`src/rtl/gpr_pkg.sv`:
```
package gpr_pkg;
  localparam int unsigned GPR_NREGS   = 32;
  localparam int unsigned GPR_WIDTH   = 32;
  localparam int unsigned GPR_SYNC_FF = 2;
endpackage

```
`src/rtl/gpr_rst_sync.sv`:
```
module gpr_rst_sync #(
  parameter int unsigned STAGES = 2
) (
  input  logic clk,
  input  logic rst_n,
  output logic rst_sync_n
);
  logic [STAGES-1:0] chain_q;
  logic [STAGES-1:0] chain_d;

  always_comb begin
    chain_d = {chain_q[STAGES-2:0], 1'b1};
  end

  always_ff @(posedge clk or negedge rst_n) begin
    if (!rst_n) begin
      chain_q <= '0;
    end else begin
      chain_q <= chain_d;
    end
  end

  assign rst_sync_n = chain_q[STAGES-1];
endmodule

```
`src/rtl/gpr_wr_decode.sv`:
```
module gpr_wr_decode #(
  parameter int unsigned NREGS = 32,
  localparam int unsigned IDX_W = $clog2(NREGS)
) (
  input  logic             wr_en,
  input  logic [IDX_W-1:0] wr_idx,
  output logic [NREGS-1:0] wr_sel
);
  always_comb begin
    wr_sel = '0;
    if (wr_en && (wr_idx != '0)) begin
      wr_sel[wr_idx] = 1'b1;
    end
  end
endmodule

```
`src/rtl/gpr_store.sv`:
```
module gpr_store #(
  parameter int unsigned NREGS = 32,
  parameter int unsigned DW    = 32
) (
  input  logic                       clk,
  input  logic                       rst_n,
  input  logic [NREGS-1:0]           wr_sel,
  input  logic [DW-1:0]              wr_data,
  output logic [NREGS-1:0][DW-1:0]   file_q
);
  assign file_q[0] = '0;

  for (genvar i = 1; i < NREGS; i++) begin : g_reg
    logic [DW-1:0] slot_q;
    logic [DW-1:0] slot_d;
    logic          slot_ce;

    always_comb begin
      slot_ce = wr_sel[i];
      slot_d  = wr_data;
    end

    always_ff @(posedge clk or negedge rst_n) begin
      if (!rst_n) begin
        slot_q <= '0;
      end else if (slot_ce) begin
        slot_q <= slot_d;
      end
    end

    assign file_q[i] = slot_q;

    // every register is zero on the first edge out of reset
    p_clear_on_release_r7: assert property (@(posedge clk) disable iff (!rst_n)
      $rose(rst_n) |-> (slot_q == '0));
  end
endmodule

```
`src/rtl/gpr_read_port.sv`:
```
module gpr_read_port #(
  parameter int unsigned NREGS = 32,
  parameter int unsigned DW    = 32,
  localparam int unsigned IDX_W = $clog2(NREGS)
) (
  input  logic [IDX_W-1:0]         rd_idx,
  input  logic [NREGS-1:0][DW-1:0] file_q,
  input  logic                     wr_en,
  input  logic [IDX_W-1:0]         wr_idx,
  input  logic [DW-1:0]            wr_data,
  output logic [DW-1:0]            rd_data
);
  logic bypass_hit;

  always_comb begin
    bypass_hit = wr_en && (wr_idx == rd_idx) && (rd_idx != '0);
    rd_data    = bypass_hit ? wr_data : file_q[rd_idx];
  end
endmodule

```
`src/rtl/gpr_bank_wbr.sv`:
```
module gpr_bank_wbr
  import gpr_pkg::*;
#(
  parameter int unsigned NREGS   = GPR_NREGS,
  parameter int unsigned DW      = GPR_WIDTH,
  parameter int unsigned SYNC_FF = GPR_SYNC_FF,
  localparam int unsigned IDX_W  = $clog2(NREGS)
) (
  input  logic             clk,
  input  logic             rst_n,
  input  logic [IDX_W-1:0] rd_a_idx,
  output logic [DW-1:0]    rd_a_data,
  input  logic [IDX_W-1:0] rd_b_idx,
  output logic [DW-1:0]    rd_b_data,
  input  logic             wr_en,
  input  logic [IDX_W-1:0] wr_idx,
  input  logic [DW-1:0]    wr_data
);
  logic                     core_rst_n;
  logic                     wr_en_live;
  logic [NREGS-1:0]         wr_sel;
  logic [NREGS-1:0][DW-1:0] file_q;
  logic [IDX_W-1:0]         rd_idx_v  [2];
  logic [DW-1:0]            rd_data_v [2];

  gpr_rst_sync #(.STAGES(SYNC_FF)) u_rst_sync (
    .clk        (clk),
    .rst_n      (rst_n),
    .rst_sync_n (core_rst_n)
  );

  assign wr_en_live = wr_en & core_rst_n;

  gpr_wr_decode #(.NREGS(NREGS)) u_wr_decode (
    .wr_en  (wr_en_live),
    .wr_idx (wr_idx),
    .wr_sel (wr_sel)
  );

  gpr_store #(.NREGS(NREGS), .DW(DW)) u_store (
    .clk     (clk),
    .rst_n   (core_rst_n),
    .wr_sel  (wr_sel),
    .wr_data (wr_data),
    .file_q  (file_q)
  );

  assign rd_idx_v[0] = rd_a_idx;
  assign rd_idx_v[1] = rd_b_idx;

  for (genvar p = 0; p < 2; p++) begin : g_port
    gpr_read_port #(.NREGS(NREGS), .DW(DW)) u_port (
      .rd_idx  (rd_idx_v[p]),
      .file_q  (file_q),
      .wr_en   (wr_en_live),
      .wr_idx  (wr_idx),
      .wr_data (wr_data),
      .rd_data (rd_data_v[p])
    );
  end

  assign rd_a_data = rd_data_v[0];
  assign rd_b_data = rd_data_v[1];

  // same-cycle bypass on each port
  p_bypass_a_r4: assert property (@(posedge clk) disable iff (!core_rst_n)
    (wr_en && wr_idx != '0 && wr_idx == rd_a_idx) |-> (rd_a_data == wr_data));
  p_bypass_b_r4: assert property (@(posedge clk) disable iff (!core_rst_n)
    (wr_en && wr_idx != '0 && wr_idx == rd_b_idx) |-> (rd_b_data == wr_data));

  // index zero reads zero on both ports
  p_zero_a_r6: assert property (@(posedge clk) disable iff (!core_rst_n)
    (rd_a_idx == '0) |-> (rd_a_data == '0));
  p_zero_b_r6: assert property (@(posedge clk) disable iff (!core_rst_n)
    (rd_b_idx == '0) |-> (rd_b_data == '0));

  // a committed write is seen the following cycle
  p_commit_r2: assert property (@(posedge clk) disable iff (!core_rst_n)
    (wr_en && wr_idx != '0) |=>
      ((rd_a_idx != $past(wr_idx)) || (wr_en && wr_idx == rd_a_idx) ||
       (rd_a_data == $past(wr_data))));

  // an idle cycle leaves a held read unchanged
  p_idle_hold_r3: assert property (@(posedge clk) disable iff (!core_rst_n)
    (!wr_en) |=>
      ((rd_b_idx != $past(rd_b_idx)) || (wr_en && wr_idx == rd_b_idx) ||
       $stable(rd_b_data)));
endmodule

```
`config.mk`:
```
export PLATFORM = sky130hd
export DESIGN_NAME = gpr_bank_wbr
export DESIGN_NICKNAME = d
export VERILOG_FILES = /design/src/rtl/gpr_pkg.sv /design/src/rtl/gpr_rst_sync.sv /design/src/rtl/gpr_wr_decode.sv /design/src/rtl/gpr_store.sv /design/src/rtl/gpr_read_port.sv /design/src/rtl/gpr_bank_wbr.sv
export SDC_FILE = /design/constraint.sdc
export NUM_CORES = 2
export LEC_CHECK = 0
export BUFFER_PORTS_ARGS = -buffer_cell sky130_fd_sc_hd__buf_2
export CAP_MARGIN = 30
export CORE_MARGIN = 3
export CORE_UTILIZATION = 68
export CTS_CLUSTER_DIAMETER = 30
export DETAILED_ROUTE_END_ITERATION = 16
export PLACE_DENSITY = 0.95
export SKIP_CTS_REPAIR_TIMING = 1
export SYNTH_ARGS = -nofsm -noshare
export SYNTH_HDL_FRONTEND = slang
export SYNTH_SLANG_ARGS = --single-unit
export TNS_END_PERCENT = 5
```
`constraint.sdc`:
```
create_clock -name clk -period 71.7 [get_ports clk]
set_input_delay 7.17 -clock clk [delete_from_list [all_inputs] [get_ports clk]]
set_output_delay 7.17 -clock clk [all_outputs]
set_load 0.005 [all_outputs]
```
==> results of run 1 <==
logic make-up after synthesis:
| kind of cell | count (synthesis) | synth area share |
|---|---|---|
| muxes | 1218 | 0.343 |
| xor gates and xnor gates | 8 | 0.00147 |
| and+or+nand+nor | 581 | 0.0465 |
| other | 1 | 0.0000710 |
| DFF | 994 | 0.471 |
| AOI/OAI and AO/OA | 822 | 0.0974 |
| buffers and inverters | 474 | 0.0405 |
per-stage QoR:
step / area, um2 / hold WS [ps] / util / setup WS (ps)
after global placement: 53600 / 240 / 0.701 / 52880
after CTS: 59700 / 215 / 0.781 / 52770
after detailed placement: 53900 / 239 / 0.704 / 52890
after floorplan: 52800 / 331 / - / 40290
layer usage:
| metal | global-route usage | GRT overflow |
|---|---|---|
| met1 | 0.774 | 9 |
| met2 | 0.906 | 56 |
| met3 | 0.797 | 15 |
| met4 | 0.763 | 49 |
| met5 | 0.670 | 4 |
==> impl_metrics.env, run 1 <==
export IMPL_outcome="did not finish"
export IMPL_haltStage="global routing"
export IMPL_error="[ERROR GRT-0232] Routing congestion too high. Check the congestion heatmap in the GUI."
export IMPL_synth_area_leaders="dfrtp_1 (47%), mux4_2 (17%), mux2_2 (15%)"
export IMPL_yosysTopAreaCell="dfrtp_1"
export IMPL_clk_path_buf_depth=3
export IMPL_pin_count=114
export IMPL_gr_total_overflow=133
export IMPL_root_buffer="clkbuf_16"
export IMPL_synth_main_ff_cell="dfrtp_1"
export IMPL_rows=101
export IMPL_cts_buffers_inserted=162
export IMPL_syn_num_nets=4148
export IMPL_routabilityCongestion=0.906
export IMPL_yosys_top_cells_count="dfrtp_1 (994), mux2_2 (701), nand2_1 (405)"
export IMPL_dp_hpwl_um=106000
export IMPL_synth_async_reset_ratio=1.00
export IMPL_grt_max_degree=190
export IMPL_synth_cells=4098
export IMPL_grt_use_total=0.813
export IMPL_portBuffers=113
export IMPL_initial_core_util=0.691
export IMPL_ys_ff_latch=994
export IMPL_synth_avg_cell_area_um2=12.9
export IMPL_yosysTopAreaCellShare=0.471
export IMPL_post_synth_top_count_cell="dfrtp_1"
export IMPL_synth_distinct_cells=52
export IMPL_clock_sinks=994
export IMPL_dieWidth_um=285
export IMPL_antenna_found_initial=54
export IMPL_synth_edff_count=0
export IMPL_die_h_um=285
export IMPL_placedCellCount=4887
export IMPL_yosysWarnings=0
export IMPL_yosysSeqAreaShare=0.471
export IMPL_htree_levels=4
export IMPL_syn_area_um2=52800
==> run 2, diff against run 1 <==
--- a/config.mk
+++ b/config.mk
@@ -8,10 +8,9 @@
 export BUFFER_PORTS_ARGS = -buffer_cell sky130_fd_sc_hd__buf_2
 export CAP_MARGIN = 30
 export CORE_MARGIN = 3
-export CORE_UTILIZATION = 68
-export CTS_CLUSTER_DIAMETER = 30
+export CORE_UTILIZATION = 40
 export DETAILED_ROUTE_END_ITERATION = 16
-export PLACE_DENSITY = 0.95
+export PLACE_DENSITY_LB_ADDON = 0.15
 export SKIP_CTS_REPAIR_TIMING = 1
 export SYNTH_ARGS = -nofsm -noshare
 export SYNTH_HDL_FRONTEND = slang
==> run 2 against run 1 <==
  * The flow now finishes without violations
  * Synthesized cell count did not move
  * Synthesized area did not move
==> impl_metrics.env, run 2 <==
export IMPL_crit_fanout=53
export IMPL_p_total_mw=1.54
export IMPL_portBuffers=113
export IMPL_min_period_over_period=0.261
export IMPL_fin_nets=4044
export IMPL_die_h_um=369
export IMPL_top_regs="u_store.g.slot_q x992, u_rst_sync.chain_q x2"
export IMPL_pin_count=114
export IMPL_drcViolationCount=0
export IMPL_yosysSeqAreaShare=0.471
export IMPL_ant_nets=0
export IMPL_maxCapViolCount=0
export IMPL_syn_num_nets=4148
export IMPL_synth_cells=4098
export IMPL_post_synth_top_count_cell="dfrtp_1"
export IMPL_syn_to_final_growth_pct=11.5
export IMPL_root_buffer="clkbuf_16"
export IMPL_antenna_found_initial=10
export IMPL_grt_max_degree=155
export IMPL_final_cell_mix="dfrtp_1 (993), mux2_2 (701), mux4_2 (398), nand2_1 (398), o21ai_0 (231)"
export IMPL_synth_distinct_cells=52
export IMPL_grt_use_total=0.283
export IMPL_cp_arrival_ps=11540
export IMPL_fmax_mhz=53.4
export IMPL_largest_reg_flops=992
export IMPL_mostFrequentLayoutCell="dfrtp_1"
export IMPL_path_class="in2out"
export IMPL_placedCellCount=5615
export IMPL_yosys_top_cells_count="dfrtp_1 (994), mux2_2 (701), nand2_1 (405)"
export IMPL_synth_edff_count=0
export IMPL_detail_route_iter0_violations=3182
export IMPL_yosysWarnings=0
export IMPL_synth_avg_cell_area_um2=12.9
export IMPL_synth_async_reset_ratio=1.00
export IMPL_synth_area_leaders="dfrtp_1 (47%), mux4_2 (17%), mux2_2 (15%)"
export IMPL_clock_skew_ps=20.8
export IMPL_required_ps=64530
export IMPL_setup_viol=0
export IMPL_min_period_ps=18710
export IMPL_die_area_um2=136000
export IMPL_cts_buffers_inserted=114
export IMPL_drive_above_1_share=0.389
export IMPL_max_flop_register="u_store.g.slot_q"
export IMPL_routabilityCongestion=0.799
export IMPL_syn_area_um2=52800
export IMPL_vias=36867
export IMPL_yosysTopAreaCell="dfrtp_1"
export IMPL_peakVddDrop_mv=0.0213
export IMPL_wire_per_inst_um=32.9
export IMPL_initial_core_util=0.405
export IMPL_coreArea_um2=130000
export IMPL_finalSetupTns_ps=0
export IMPL_synth_main_ff_cell="dfrtp_1"
export IMPL_gr_total_overflow=0
export IMPL_slew_headroom=0.310
export IMPL_clk_path_buf_depth=3
export IMPL_ys_ff_latch=994
export IMPL_yosysTopAreaCellShare=0.471
export IMPL_final_max_slew_violation_count=0
export IMPL_p_leak_nw=25.6
export IMPL_cellPowerDensity_nw_per_um2=26.2
export IMPL_fin_cells=5838
export IMPL_htree_levels=3
export IMPL_rows=132
export IMPL_worstSetupEndpointType="output port"
export IMPL_grt_pass1_wl_um=279000
export IMPL_cts_tree="done"
export IMPL_max_slew_worst_pin_slew_ps=1030
export IMPL_drt_total_wl_um=192000
export IMPL_cp_start_kind="input port"
export IMPL_hold_class="reg2async"
export IMPL_dp_hpwl_um=109000
export IMPL_dieWidth_um=369
export IMPL_rsz0062_at_grt="false"
export IMPL_hold_viol=0
export IMPL_avgViaCountPerCell=6.32
export IMPL_clk_pin_slew_worst_paths_ps=60
export IMPL_clock_sinks=994
export IMPL_grt_pass1_vias=37215
export IMPL_outcome="complete, no violations"
export IMPL_clk_latency_ps=740
export IMPL_firstDrtPassIters=6
-- run 2: cell counts after synthesis --
Identical to the previous run, type by type.
-- run 2: layout make-up --
| cell class | count | area (um2) |
|---|---|---|
| multi-input combinational | 2630 | 26100 |
| timing repair buffer | 221 | 1670 |
| inverter | 33 | 124 |
| antenna | 5 | 12.5 |
| clock buffer | 178 | 3510 |
| clock inverter | 35 | 410 |
| sequential | 994 | 24900 |
| tap | 1742 | 2180 |
| fill | 11718 | 71400 |
-- run 2: final timing paths --
check | start | endpoint | slack (ps) | cells after the start
hold reg to reg | u_rst_sync.chain_q[1] | u_store.g_reg[23].slot_q[9] | 300 | 0
min in group clk | u_rst_sync.chain_q[0] | u_rst_sync.chain_q[1] | 350 | 0
hold / removal | u_rst_sync.chain_q[1] | u_store.g_reg[23].slot_q[9] | 300 | 0
max in group asynchronous | rst_n | u_rst_sync.chain_q[1] | 65390 | 1
setup reg to reg | u_rst_sync.chain_q[1] | u_store.g_reg[3].slot_q[13] | 67230 | 5
setup / recovery | rd_a_idx[1] | rd_a_data[24] | 52990 | 10
-- run 2: logic make-up after synthesis --
kind of cell / count (synthesis) / synth area share
other cells: 1 / 0.0000710
buf+inv: 474 / 0.0405
flops: 994 / 0.471
xor+xnor: 8 / 0.00147
compound gates: 822 / 0.0974
mux: 1218 / 0.343
simple gates: 581 / 0.0465
-- run 2: metrics by stage --
stage / hold slack, ps / cell area [um2] / utilization / setup slack (ps)
CTS: 324 / 58700 / 0.451 / 53040
global placement: 330 / 54700 / 0.419 / 53100
floorplan: 331 / 52800 / - / 40290
finish: 305 / 58900 / 0.452 / 52990
global route: 336 / 58900 / 0.452 / 52900
detailed placement: 313 / 54800 / 0.421 / 53060
-- run 2: layer usage --
metal | part of all wire | vias up | wire (um) | global-route usage
li1 | - | 15321 | - | -
met4 | 0.033 | 2 | 6280 | 0.0894
met3 | 0.076 | 321 | 14500 | 0.0531
met1 | 0.43 | 19676 | 82800 | 0.399
met2 | 0.46 | 1547 | 88500 | 0.443
met5 | 0.000036 | - | 7 | 0
-- run 2: worst max-delay path: stages --
cell and delay [ps]:
buf_8 360, buf_4 730, buf_4 830, buf_4 870
mux4_2 370, nor2_1 40, o31ai_1 460, nand3_1 140
o21ai_1 230, buf_2 190
-- run 2: power breakdown --
| part | switching [mW] | internal, mW | total (mW) | leakage [nW] |
|---|---|---|---|---|
| clock | 0.249 | 0.360 | 0.609 | 1.93 |
| combinational | 0.118 | 0.129 | 0.247 | 10.5 |
| sequential | 0.0524 | 0.633 | 0.685 | 13.2 |
Power figures use the tool's default switching activity.
